[src/rtl/oau_pkg.sv]
package oau_pkg;

  typedef enum logic [2:0] {
    MD_IMM  = 3'd0,
    MD_DIR  = 3'd1,
    MD_IND  = 3'd2,
    MD_REG  = 3'd3,
    MD_RIND = 3'd4,
    MD_DISP = 3'd5,
    MD_REL  = 3'd6,
    MD_BASE = 3'd7
  } amode_e;

  typedef enum logic [2:0] {
    ST_IDLE   = 3'd0,
    ST_RD_PTR = 3'd1,
    ST_WT_PTR = 3'd2,
    ST_RD_OP  = 3'd3,
    ST_WT_OP  = 3'd4,
    ST_DONE   = 3'd5
  } seq_state_e;

  localparam int unsigned READS_W = 2;

endpackage

[src/rtl/oau_ea_calc.sv]
module oau_ea_calc
  import oau_pkg::*;
#(
  parameter int unsigned AW = 8,
  parameter int unsigned DW = 16
) (
  input  logic [2:0]         mode,
  input  logic [AW-1:0]      afield,
  input  logic [DW-1:0]      rval,
  input  logic [DW-1:0]      pc,
  output logic [DW-1:0]      first_addr,
  output logic [DW-1:0]      early_operand,
  output logic [READS_W-1:0] reads_needed
);

  localparam int unsigned EXT = DW - AW;

  function automatic logic [DW-1:0] zext_f(input logic [AW-1:0] a);
    return {{EXT{1'b0}}, a};
  endfunction

  function automatic logic [DW-1:0] sext_f(input logic [AW-1:0] a);
    return {{EXT{a[AW-1]}}, a};
  endfunction

  function automatic logic [DW-1:0] wrap_add(input logic [DW-1:0] x,
                                             input logic [DW-1:0] y);
    return x + y;
  endfunction

  amode_e md;
  assign md = amode_e'(mode);

  always_comb begin
    first_addr    = '0;
    early_operand = '0;
    reads_needed  = 2'd1;
    unique case (md)
      MD_IMM: begin
        early_operand = zext_f(afield);
        reads_needed  = 2'd0;
      end
      MD_REG: begin
        early_operand = rval;
        reads_needed  = 2'd0;
      end
      MD_DIR:  first_addr = zext_f(afield);
      MD_IND: begin
        first_addr   = zext_f(afield);
        reads_needed = 2'd2;
      end
      MD_RIND: first_addr = rval;
      MD_DISP: first_addr = wrap_add(rval, sext_f(afield));
      MD_REL:  first_addr = wrap_add(pc, sext_f(afield));
      MD_BASE: first_addr = wrap_add(rval, zext_f(afield));
      default: first_addr = '0;
    endcase
  end

endmodule

[src/rtl/oau_seq.sv]
module oau_seq
  import oau_pkg::*;
(
  input  logic               clk,
  input  logic               rst_n,
  input  logic               req_valid,
  input  logic [READS_W-1:0] reads_needed,
  output logic               accept,
  output logic               issue,
  output logic               ptr_capture,
  output logic               op_capture,
  output logic               done,
  output logic               busy
);

  seq_state_e state_q, state_d;

  assign accept = req_valid && (state_q == ST_IDLE);

  always_comb begin
    state_d = state_q;
    unique case (state_q)
      ST_IDLE: begin
        if (accept) begin
          unique case (reads_needed)
            2'd0:    state_d = ST_DONE;
            2'd2:    state_d = ST_RD_PTR;
            default: state_d = ST_RD_OP;
          endcase
        end
      end
      ST_RD_PTR: state_d = ST_WT_PTR;
      ST_WT_PTR: state_d = ST_RD_OP;
      ST_RD_OP:  state_d = ST_WT_OP;
      ST_WT_OP:  state_d = ST_DONE;
      ST_DONE:   state_d = ST_IDLE;
      default:   state_d = ST_IDLE;
    endcase
  end

  always_ff @(posedge clk) begin
    if (!rst_n) state_q <= ST_IDLE;
    else        state_q <= state_d;
  end

  assign issue       = (state_q == ST_RD_PTR) || (state_q == ST_RD_OP);
  assign ptr_capture = (state_q == ST_WT_PTR);
  assign op_capture  = (state_q == ST_WT_OP);
  assign done        = (state_q == ST_DONE);
  assign busy        = (state_q != ST_IDLE);

endmodule

[src/rtl/oau_result.sv]
module oau_result #(
  parameter int unsigned DW = 16
) (
  input  logic          clk,
  input  logic          rst_n,
  input  logic          accept,
  input  logic          ptr_capture,
  input  logic          op_capture,
  input  logic          addr_is_ea,
  input  logic [DW-1:0] first_addr,
  input  logic [DW-1:0] early_operand,
  input  logic [DW-1:0] mem_rdata,
  output logic [DW-1:0] addr_q,
  output logic [DW-1:0] ea_q,
  output logic [DW-1:0] op_q
);

  // addr_q drives the memory; ea_q is the reported address (0 for no-access modes)
  always_ff @(posedge clk) begin
    if (!rst_n) begin
      addr_q <= '0;
      ea_q   <= '0;
      op_q   <= '0;
    end else if (accept) begin
      addr_q <= first_addr;
      ea_q   <= addr_is_ea ? first_addr : '0;
      op_q   <= early_operand;
    end else begin
      if (ptr_capture) begin
        addr_q <= mem_rdata;
        ea_q   <= mem_rdata;
      end
      if (op_capture) op_q <= mem_rdata;
    end
  end

endmodule

[src/rtl/opnd_addr_unit.sv]
module opnd_addr_unit
  import oau_pkg::*;
#(
  parameter int unsigned AW = 8,
  parameter int unsigned DW = 16,
  parameter int unsigned RW = 3
) (
  input  logic          clk,
  input  logic          rst_n,
  input  logic          req_valid,
  input  logic [2:0]    req_mode,
  input  logic [AW-1:0] req_afield,
  input  logic [RW-1:0] req_rsel,
  input  logic [DW-1:0] req_pc,
  output logic          busy,
  output logic [RW-1:0] rf_rsel,
  input  logic [DW-1:0] rf_rdata,
  output logic          mem_re,
  output logic [DW-1:0] mem_addr,
  input  logic [DW-1:0] mem_rdata,
  output logic          done,
  output logic [DW-1:0] ea,
  output logic [DW-1:0] operand
);

  logic [DW-1:0]      first_addr;
  logic [DW-1:0]      early_operand;
  logic [READS_W-1:0] reads_needed;
  logic               accept;
  logic               issue;
  logic               ptr_capture;
  logic               op_capture;
  logic               addr_is_ea;
  logic [DW-1:0]      addr_q;

  assign rf_rsel    = req_rsel;
  assign addr_is_ea = (reads_needed == 2'd1);

  oau_ea_calc #(.AW(AW), .DW(DW)) u_calc (
    .mode          (req_mode),
    .afield        (req_afield),
    .rval          (rf_rdata),
    .pc            (req_pc),
    .first_addr    (first_addr),
    .early_operand (early_operand),
    .reads_needed  (reads_needed)
  );

  oau_seq u_seq (
    .clk          (clk),
    .rst_n        (rst_n),
    .req_valid    (req_valid),
    .reads_needed (reads_needed),
    .accept       (accept),
    .issue        (issue),
    .ptr_capture  (ptr_capture),
    .op_capture   (op_capture),
    .done         (done),
    .busy         (busy)
  );

  oau_result #(.DW(DW)) u_res (
    .clk           (clk),
    .rst_n         (rst_n),
    .accept        (accept),
    .ptr_capture   (ptr_capture),
    .op_capture    (op_capture),
    .addr_is_ea    (addr_is_ea),
    .first_addr    (first_addr),
    .early_operand (early_operand),
    .mem_rdata     (mem_rdata),
    .addr_q        (addr_q),
    .ea_q          (ea),
    .op_q          (operand)
  );

  assign mem_re   = issue;
  assign mem_addr = addr_q;

endmodule

[config.mk]
export PLATFORM = sky130hd
export DESIGN_NAME = opnd_addr_unit
export DESIGN_NICKNAME = d
export VERILOG_FILES = /design/src/rtl/oau_pkg.sv /design/src/rtl/oau_ea_calc.sv /design/src/rtl/oau_seq.sv /design/src/rtl/oau_result.sv /design/src/rtl/opnd_addr_unit.sv
export SDC_FILE = /design/constraint.sdc
export NUM_CORES = 1
export LEC_CHECK = 0
export BUFFER_PORTS_ARGS = -buffer_cell sky130_fd_sc_hd__buf_2
export CORE_AREA = 2 2 126 103
export DETAILED_ROUTE_END_ITERATION = 10
export DIE_AREA = 0 0 128 105
export PLACE_DENSITY = 0.65
export SLEW_MARGIN = 15
export SYNTH_ARGS = -nofsm -noshare
export SYNTH_HDL_FRONTEND = slang
export SYNTH_SLANG_ARGS = --single-unit
[constraint.sdc]
create_clock -name clk -period 3 [get_ports clk]
set_input_delay 0.9 -clock clk [delete_from_list [all_inputs] [get_ports clk]]
set_output_delay 0.9 -clock clk [all_outputs]
set_load 0.02 [all_outputs]
==> reports/qor.yml <==
drive_above_1_share_pct: 28.9
ys_top_cells_by_count: "nand2_1 (61), nor2_1 (54), dfxtp_1 (51)"
wl_per_cell_um: 17.5
syn_to_final_growth_pct: 32.3
firstDrtPassIters: 5
drtAntennaViolNets: 0
path_class: "in2reg"
status: "complete, no violations"
pwr_density_cell_nw_per_um2: 503
setup_slack_ns: 0.154
drtIter0Drc: 424
postLayoutCoreUtil_pct: 45.8
clock-root-buffer: "clkbuf_16"
num_vias: 4985
place_congestion: 0.907
p_total_mw: 2.78
avgSynthCellArea_um2: 7.38
postPlaceCellArea_um2: 5300
critical_path.slowest_cell: "o31ai_1"
yosys-top-cells-area: "dfxtp_1 (24%), ha_1 (7.2%), o21ai_0 (6.0%)"
antenna_cells: 0
antenna_found_initial: 1
cpMostUsedCell: "buf_4"
port_buffers: 112
htreeDepth: 2
syn_area_um2: 4180
syn_nets: 657
pin_count: 119
initial_core_util_pct: 34.6
synth-async-reset-ratio_pct: 0
grt_overflow_total: 0
die_area_um2: 13400
ir_drop_mv: 0.300
yosysWarnings: 0
synth_top_area_cell: "dfxtp_1"
grt_pass1_wl_mm: 23.8
drv_slew: 0
die_h_um: 105
cap_violations: 0
synth.most_common_cell: "nand2_1"
finalHoldViolCount: 0
fin_crit_ns: 2.85
first_global_vias: 4619
clk_path_buf_depth: 2
synth_edf_count: 0
yosysUniqueCellTypes: 67
cts_buffers: 5
stdcell_count: 871
ys_seq_elements: 51
synth_cells: 566
postLayoutCellArea_um2: 5520
fmax_mhz: 351
period_share_pct: 94.9
clkSlewWorstSetupHoldPaths_ns: 0.07
tns_ns: 0
worst_hold_path_type: "reg2reg"
path_cells: "buf_2 > ha_1 > buf_4 > a211oi_1 > buf_4 > o21a_1 > buf_4 > a21oi_1 > mux2i_1 > nor2_1 > o31ai_1 > nor2_1"
track_usage_pct: 22.1
worst_pin_slew_ns: 0.525
finalSetupViolations: 0
whs_ns: 0.488
p_leak_nw: 2.48
place_inst: 863
die_w_um: 128
endpoint_kind: "flop"
drc: 0
ys.flop_type: "dfxtp_1"
cp.arrival_ns: 3.03
critical_path_required_ns: 3.18
clk_latency_ns: 0.30
finClkSkew_ns: 0.00474
grt_max_degree: 23
coreArea_um2: 12100
clkSinkCount: 51
rsz0062_at_grt: "false"
dp_hpwl_mm: 12.4
routed_wl_mm: 15.2
cts_tree: "yes"
num-nets-final: 809
holdBufCountCts: 0
crit_fanout: 3
ys_seq_area_share_pct: 24.5
synth_top_area_share_pct: 24.5
critPathLaunchType: "input pin"
slowest_delay_ns: 0.38
max_slew_margin_pct: 64.9
std_cell_rows: 36
pre_cts_slack_ns: -0.129
drt-vias-per-instance: 5.72
==> cell type report <==
class	count	area (um2)
Fill cell	1198	6550
Multi-Input combinational cell	468	2980
Clock inverter	3	71.3
Timing Repair Buffer	182	1100
Inverter	10	37.5
Clock buffer	5	125
Sequential cell	51	1020
Tap cell	152	190
==> sequential cells by signal, indices dropped and copies added (netlist names) <==
register       flops
u_seq.state_q      3
u_res.op_q        16
u_res.addr_q      16
u_res.ea_q        16
==> power by group <==
group          total [mW]  internal [mW]  switching [mW]
Combinational        1.17          0.459           0.711
Clock               0.754          0.484           0.270
Sequential          0.852          0.782          0.0699
Total                2.78           1.73            1.05
==> timing repair <==
action | in CTS | in global routing
setup buffers | 0 | 0
endpoints found under the hold margin | 0 | 0
setup endpoints to repair | 0 | 7
gates resized for setup | 0 | 6
==> path summary, 6_finish.rpt <==
path / startpoint / to / slack [ns] / cells after the start
max: req_afield[0] / u_res.ea_q[7]$_SDFFE_PN0P_ / 0.15 / 12
min: u_res.ea_q[3]$_SDFFE_PN0P_ / u_res.ea_q[3]$_SDFFE_PN0P_ / 0.49 / 1
max reg2reg: u_seq.state_q[1]$_SDFFE_PN0P_ / u_res.addr_q[11]$_SDFFE_PN0P_ / 0.84 / 7
min reg2reg: u_res.ea_q[3]$_SDFFE_PN0P_ / u_res.ea_q[3]$_SDFFE_PN0P_ / 0.49 / 1
==> cells in the final DEF, fill, tap and decap left out, types with 12 or more instances in the layout <==
cell and instances:
nor3_1 17, a22oi_1 12, a21oi_1 48, nand2_1 61, xnor2_1 13, ha_1 24, buf_4 69, nand3_1 13
a31oi_1 15, a211oi_1 16, dfxtp_1 51, o21ai_0 50, buf_2 112, nor2_1 54
==> worst max-delay path: cells and delay by family <==
kind	cells	cell delay [ns]
and+or+nand+nor	2	0.16
adders and majority gates	1	0.22
buffers and inverters	4	0.57
AOI/OAI and AO/OA	4	0.89
muxes	1	0.28
==> layer usage <==
layer  track usage, %  up-vias  wire length (um)
met1             31.5     2353              7190
met2             34.4      190              6700
met3             4.35       19              1090
li1                 -     2421                 -
met5                0        -                11
met4             4.63        2               229
==> logic make-up (layout without fill, tap and decap cells) <==
family	count (synthesis)	in the layout	share of synthesized area, %
XOR/XNOR	23	23	4.82
AND/OR/NAND/NOR	192	192	21.6
adder cells (fa/ha/maj)	26	26	8.15
AO/OA/AOI/OAI	222	222	34.8
buffers and inverters	47	200	5.03
flip-flops	51	51	24.5
multiplexers	5	5	1.20
Note: power is estimated with default switching activity, not from simulation.
